### src/rtl/flow_cls_pkg.sv
package flow_cls_pkg;

    // Result stage states
    typedef enum logic [1:0] {
        ST_IDLE = 2'd0,
        ST_HIT  = 2'd1,
        ST_MISS = 2'd2
    } res_state_t;

endpackage

### src/rtl/flow_cls_entry.sv
// One table slot: stored key, flow identifier and occupancy, plus its comparator.
module flow_cls_entry #(
    parameter int KEY_W  = 112,
    parameter int FLOW_W = 16,
    parameter int IDX_W  = 2,
    parameter int MY_IDX = 0
) (
    input  logic              clk,
    input  logic              rst_n,
    input  logic              wr_en,
    input  logic [IDX_W-1:0]  wr_idx,
    input  logic              wr_install,
    input  logic [KEY_W-1:0]  wr_key,
    input  logic [FLOW_W-1:0] wr_flow,
    input  logic [KEY_W-1:0]  lk_key,
    output logic              hit,
    output logic [FLOW_W-1:0] flow
);

    localparam logic [IDX_W-1:0] SLOT = IDX_W'(MY_IDX);

    logic              occ_q;
    logic [KEY_W-1:0]  key_q;
    logic [FLOW_W-1:0] flow_q;
    logic              sel_w;

    assign sel_w = wr_en && (wr_idx == SLOT);

    always_ff @(posedge clk) begin
        if (!rst_n) begin
            occ_q  <= 1'b0;
            key_q  <= '0;
            flow_q <= '0;
        end else if (sel_w) begin
            occ_q  <= wr_install;
            key_q  <= wr_key;
            flow_q <= wr_flow;
        end
    end

    // Compare uses the stored state, so a write only shows on the next cycle.
    assign hit  = occ_q && (key_q == lk_key);
    assign flow = flow_q;

endmodule

### src/rtl/flow_cls_prio.sv
// Lowest-index-wins selection of a flow identifier from the match vector.
module flow_cls_prio #(
    parameter int N      = 4,
    parameter int FLOW_W = 16
) (
    input  logic [N-1:0]        vec,
    input  logic [N*FLOW_W-1:0] flows,
    output logic                any,
    output logic [FLOW_W-1:0]   sel_flow
);

    always_comb begin
        any      = 1'b0;
        sel_flow = '0;
        // Walk from the top down so the lowest matching index is written last.
        for (int i = N - 1; i >= 0; i--) begin
            if (vec[i]) begin
                any      = 1'b1;
                sel_flow = flows[i*FLOW_W +: FLOW_W];
            end
        end
    end

endmodule

### src/rtl/flow_cls_fold.sv
// XOR-folds a wide key into OUT_W bits, slice by slice from bit 0 upward.
module flow_cls_fold #(
    parameter int KEY_W = 112,
    parameter int OUT_W = 16
) (
    input  logic [KEY_W-1:0] key,
    output logic [OUT_W-1:0] hash
);

    localparam int SLICES = (KEY_W + OUT_W - 1) / OUT_W;
    localparam int PAD_W  = SLICES * OUT_W;

    logic [PAD_W-1:0] padded;

    always_comb begin
        padded             = '0;
        padded[KEY_W-1:0]  = key;
        hash               = '0;
        for (int s = 0; s < SLICES; s++) begin
            hash = hash ^ padded[s*OUT_W +: OUT_W];
        end
    end

endmodule

### src/rtl/flow_cam_classifier.sv
module flow_cam_classifier
    import flow_cls_pkg::*;
#(
    parameter  int NUM_ENTRIES = 4,
    parameter  int KEY_W       = 112,
    parameter  int FLOW_W      = 16,
    localparam int IDX_W       = (NUM_ENTRIES > 1) ? $clog2(NUM_ENTRIES) : 1,
    localparam int CTL_W       = KEY_W + FLOW_W
) (
    input  logic                   clk,
    input  logic                   rst_n,
    input  logic                   lk_req,
    input  logic [KEY_W-1:0]       lk_key,
    input  logic                   wr_en,
    input  logic [IDX_W-1:0]       wr_idx,
    input  logic                   wr_install,
    input  logic [CTL_W-1:0]       wr_word,
    output logic                   res_valid,
    output logic                   res_hit,
    output logic [FLOW_W-1:0]      res_flow,
    output logic [NUM_ENTRIES-1:0] res_vec,
    output logic [FLOW_W-1:0]      res_hash
);

    // Control word split: key in the upper part, flow identifier in the low part
    logic [KEY_W-1:0]  wr_key;
    logic [FLOW_W-1:0] wr_flow;

    assign wr_key  = wr_word[CTL_W-1:FLOW_W];
    assign wr_flow = wr_word[FLOW_W-1:0];

    // Table and parallel compare
    logic [NUM_ENTRIES-1:0]        match_vec;
    logic [NUM_ENTRIES*FLOW_W-1:0] flow_bus;

    for (genvar g = 0; g < NUM_ENTRIES; g++) begin : g_ent
        flow_cls_entry #(
            .KEY_W (KEY_W),
            .FLOW_W(FLOW_W),
            .IDX_W (IDX_W),
            .MY_IDX(g)
        ) u_ent (
            .clk       (clk),
            .rst_n     (rst_n),
            .wr_en     (wr_en),
            .wr_idx    (wr_idx),
            .wr_install(wr_install),
            .wr_key    (wr_key),
            .wr_flow   (wr_flow),
            .lk_key    (lk_key),
            .hit       (match_vec[g]),
            .flow      (flow_bus[g*FLOW_W +: FLOW_W])
        );
    end

    // Priority selection
    logic              any_hit;
    logic [FLOW_W-1:0] sel_flow;

    flow_cls_prio #(
        .N     (NUM_ENTRIES),
        .FLOW_W(FLOW_W)
    ) u_prio (
        .vec     (match_vec),
        .flows   (flow_bus),
        .any     (any_hit),
        .sel_flow(sel_flow)
    );

    // Fallback hash
    logic [FLOW_W-1:0] hash_w;

    flow_cls_fold #(
        .KEY_W(KEY_W),
        .OUT_W(FLOW_W)
    ) u_fold (
        .key (lk_key),
        .hash(hash_w)
    );

    // Result state machine
    res_state_t state_q;
    res_state_t state_d;

    always_comb begin
        state_d = ST_IDLE;
        if (lk_req) begin
            state_d = any_hit ? ST_HIT : ST_MISS;
        end
    end

    always_ff @(posedge clk) begin
        if (!rst_n) begin
            state_q <= ST_IDLE;
        end else begin
            state_q <= state_d;
        end
    end

    // Result data registers, loaded only on a strobe
    logic [NUM_ENTRIES-1:0] vec_q;
    logic [FLOW_W-1:0]      flow_q;
    logic [FLOW_W-1:0]      hash_q;

    always_ff @(posedge clk) begin
        if (!rst_n) begin
            vec_q  <= '0;
            flow_q <= '0;
            hash_q <= '0;
        end else if (lk_req) begin
            vec_q  <= match_vec;
            hash_q <= hash_w;
            flow_q <= any_hit ? sel_flow : hash_w;
        end
    end

    // Output decode from the state
    always_comb begin
        unique case (state_q)
            ST_IDLE: begin
                res_valid = 1'b0;
                res_hit   = 1'b0;
            end
            ST_HIT: begin
                res_valid = 1'b1;
                res_hit   = 1'b1;
            end
            ST_MISS: begin
                res_valid = 1'b1;
                res_hit   = 1'b0;
            end
            default: begin
                res_valid = 1'b0;
                res_hit   = 1'b0;
            end
        endcase
    end

    assign res_vec  = vec_q;
    assign res_flow = flow_q;
    assign res_hash = hash_q;

endmodule

### config.mk
export PLATFORM = sky130hd
export DESIGN_NAME = flow_cam_classifier
export DESIGN_NICKNAME = d
export VERILOG_FILES = /design/src/rtl/flow_cls_pkg.sv /design/src/rtl/flow_cls_entry.sv /design/src/rtl/flow_cls_prio.sv /design/src/rtl/flow_cls_fold.sv /design/src/rtl/flow_cam_classifier.sv
export SDC_FILE = /design/constraint.sdc
export NUM_CORES = 2
export LEC_CHECK = 0
export ABC_AREA = 1
export BUFFER_PORTS_ARGS = -buffer_cell sky130_fd_sc_hd__buf_2
export CORE_MARGIN = 2
export CORE_UTILIZATION = 35
export CTS_CLUSTER_SIZE = 8
export DETAILED_ROUTE_END_ITERATION = 6
export HOLD_SLACK_MARGIN = 0.05
export SETUP_SLACK_MARGIN = 0.02
export SLEW_MARGIN = 10
export SYNTH_ARGS = -nofsm -noshare
export SYNTH_HDL_FRONTEND = slang
export SYNTH_SLANG_ARGS = --single-unit
### constraint.sdc
create_clock -name clk -period 2.6 [get_ports clk]
set_input_delay 0.26 -clock clk [delete_from_list [all_inputs] [get_ports clk]]
set_output_delay 0.26 -clock clk [all_outputs]
set_load 0.03 [all_outputs]
==> metrics.md <==
| Metric | Value |
|---|---|
| Outcome | `finished, final reports clean` |
| Die ar. | `approximately 0.083 mm^2` |
| Die height | `288.1 um` |
| CP Cell Sequence | `nand2_1 -> nand2_1 -> nor2_1 -> nand2_1 -> nor2_1 -> nand2_1 -> nor2_2 -> nand2_2 -> nor2_8 -> nor2_8 -> buf_4 -> nand3_1 -> nand2_1 -> nand2_1 -> nand2_1 -> a21oi_2` |
| Antenna-violating nets left | `0` |
| Layout cells sized above 1 | `0.1584` |
| First-pass GRT wire length | `197.4 mm` |
| Post-Syn Area | `between 0.02 and 0.03 mm^2` |
| Clock sinks | `between 500 and 600` |
| # nets final | `5140` |
| Main combinational cell family by area after synthesis | `simple AND/OR/NAND/NOR gates` |
| H-Tree Level Count | `3` |
| Sequential element share of the synthesized area | `0.3926` |
| Critical Path AT | `3.08 ns` |
| Most used flip-flop cell after synthesis | `dfxtp_1` |
| Worst slew pin tran | `0.9190 ns` |
| Syn-to-layout area delta | `27.57%` |
| PortBufs | `284` |
| Leak | `roughly 16 nW` |
| CP Buf/Inv Count | `1` |
| GRT Resource Usage Total | `0.3342` |
| DR iter-0 viols | `approximately 3700` |
| Setup_tns | `0 ns` |
| Synth area leaders | `dfxtp_1 39%, nand2_1 15%, o21ai_0 11%` |
| Max-cap viol count | `0` |
| PD cells | `between 600 and 700 mW/mm^2` |
| Row cnt | `104` |
| Final Cell Area | `0.03604 mm^2` |
| CP required | `about 3.2 ns` |
| Initial Utilization | `0.3524` |
| Placed Area | `between 0.03 and 0.04 mm^2` |
| Synth Area in Compound Gates | `0.2093` |
| DR vias | `about 31000` |
| Setup crit end kind | `flip-flop` |
| Post-synth EDFFs | `0` |
| Max clock buf depth | `3` |
| Num ports | `around 290` |
| XOR/XNOR Fraction of Synth Area | `0.05395` |
| Post-Synth Simple-Gate Area | `0.2225` |
| Most numerous cell in the Yosys netlist | `nand2_1` |
| Reg clk slew, reported paths | `roughly 0.06 ns` |
| Core region area | `about 0.08 mm^2` |
| Final hold vios | `0` |
| Final wirelength | `141.9 mm` |
| Synth async-reset ratio | `0` |
| Min Hold Slack | `between 0.1 and 0.15 ns` |
| GRT overflow | `0` |
| Drt drc | `0` |
| Critical path's slowest cell | `dfxtp_1` |
| Mapped Cells | `4344` |
| Largest delay share family, worst path | `simple AND/OR/NAND/NOR gates` |
| Critical Path Source Type | `flip-flop` |
| Dominant cell type by area after synthesis | `dfxtp_1` |
| Die width | `a little under 300 um` |
| Highest Clock Rate | `between 300 and 400 MHz` |
| Clk root buf | `clkbuf_16` |
| Pwr Total | `between 20 and 25 mW` |
| Vias/cell | `between 5 and 6` |
| Final period util | `0.9654` |
| Cell mode on critical path | `nand2_1` |
| Multi-input logic area | `~0.014 mm^2` |
| Final setup violation count | `0` |
| Post-layout util | `0.4496` |
| CTS tree | `done` |
| Initial antenna violation count | `13` |
| Worst VDD drop | `between 400 and 500 uV` |
| Routed WL per cell | `between 20 and 25 um` |
| Fillcell total | `8448` |
| Avg Inst Size Synth | `roughly 6.5 um^2` |
| GPL Wtd Cong | `around 1.1` |
| Crit path time final | `approximately 2.5 ns` |
| Vias in the first global route | `27790` |
| FF/Latch Area | `about 0.011 mm^2` |
| Clk_skew | `about 0.029 ns` |
| Relative slew slack | `0.3873` |
| Synth warnings | `0` |
| Seq cells post-synth | `about 550` |
| Crit Path Max Fanout | `11` |
| Synth Area in Adders | `0.0004429` |
| Multiplexer share of the synthesized area | `0` |
| Hold/Removal Path Class | `in -> reg` |
| WS Path Type | `reg -> reg` |
| Slew Limit Fails | `0` |
| Pre-Repair DR Iteration Count | `5` |
| Syn Nets | `4592` |
| Post-detail-place hpwl | `roughly 110 mm` |
| TritonCTS Buffers | `80` |
| Synth unique cells | `35` |
| Largest net degree at the start of global routing | `between 150 and 200` |
| Skew-Pair Late Insertion Delay | `~0.64 ns` |
| Synth top area share | `0.3926` |
| RSZ-0062 raised after global routing | `yes` |
| Slowest stage delay, CP | `~0.31 ns` |
| Most frequent cells after synthesis | `1100 x nand2_1, 624 x o21ai_0, 567 x inv_1` |
## registers in the layout, indices dropped and copies added (netlist names)
signal / cells
g_ent.u_ent.flow: 64
g_ent.u_ent.key_q: 448
g_ent.u_ent.occ_q: 4
res_flow: 16
res_hash: 16
res_vec: 4
state_q: 2
## tightest hold or removal path, delay by kind of cell
family / cells / cell delay, ns
AOI/OAI and AO/OA: 2 / 0.24
buffers and inverters: 1 / 0.20
## logic make-up (layout without fill, tap and decap cells)
logic type	count (synthesis)	after routing
simple gates	1588	1588
compound gates	1159	1159
buf+inv	868	1428
flops	554	554
xor+xnor	174	174
fa+ha+maj	1	1
other cells	0	7
## layout make-up
cell class / instances / area share
inverter: 636 / 0.06652
timing repair buffer: 698 / 0.1441
clock inverter: 7 / 0.003298
antenna: 7 / 0.0004861
clock buffer: 87 / 0.05711
multi-input combinational: 2922 / 0.3839
tap: 1060 / 0.03680
sequential: 554 / 0.3078
## worst paths after layout
check | startpoint | end | slack [ns] | cells after the start
hold / removal | wr_word[37] | g_ent[2].u_ent.key_q[21] | 0.11 | 3
hold reg to reg | g_ent[2].u_ent.flow[5] | g_ent[2].u_ent.flow[5] | 0.44 | 2
setup / recovery | g_ent[0].u_ent.key_q[31] | res_flow[7] | 0.09 | 16
setup reg to reg | g_ent[0].u_ent.key_q[31] | res_flow[7] | 0.09 | 16
## layout by cell type (no fill, tap or decap), types with 26 or more instances in the layout
cell	instances
inv_1	567
o21ai_0	624
dlygate4sd3_1	130
a21oi_1	473
buf_4	257
nand3_1	69
clkbuf_16	80
buf_12	26
nor2_1	351
nand2_1	1095
xnor2_1	104
dfxtp_1	554
xor2_1	68
inv_2	55
buf_2	283
## power breakdown
part	internal [mW]	switching [mW]
registers	9.00	0.273
logic	1.65	3.12
clock network	5.64	3.98
## metrics by stage
stage          worst slack, ns  std cells
6_report               0.08988       5971
5_1_grt                0.01623       5966
4_1_cts                0.03645       5962
3_5_place_dp           -0.1397       5735
3_3_place_gp           -0.1291       5735
2_1_floorplan           0.7266       4344
## metal layers
metal / share of wire / global-route usage / vias up
met4: 0.076 / 0.2167 / 18
met1: 0.40 / 0.4311 / 14130
met3: 0.098 / 0.07409 / 343
met2: 0.42 / 0.5026 / 1495
li1: - / - / 14670
met5: 0.00082 / 0 / -
## timing repair
action                                 4_1_cts  5_1_grt
endpoints found under the hold margin      479        0
setup buffers                                3        2
setup endpoints to repair                   15       16
hold buffers                               130        0
pin swaps                                    1        2
gates resized for setup                      1       18
cloned                                       0        0
(Power assumes the default switching activity.)
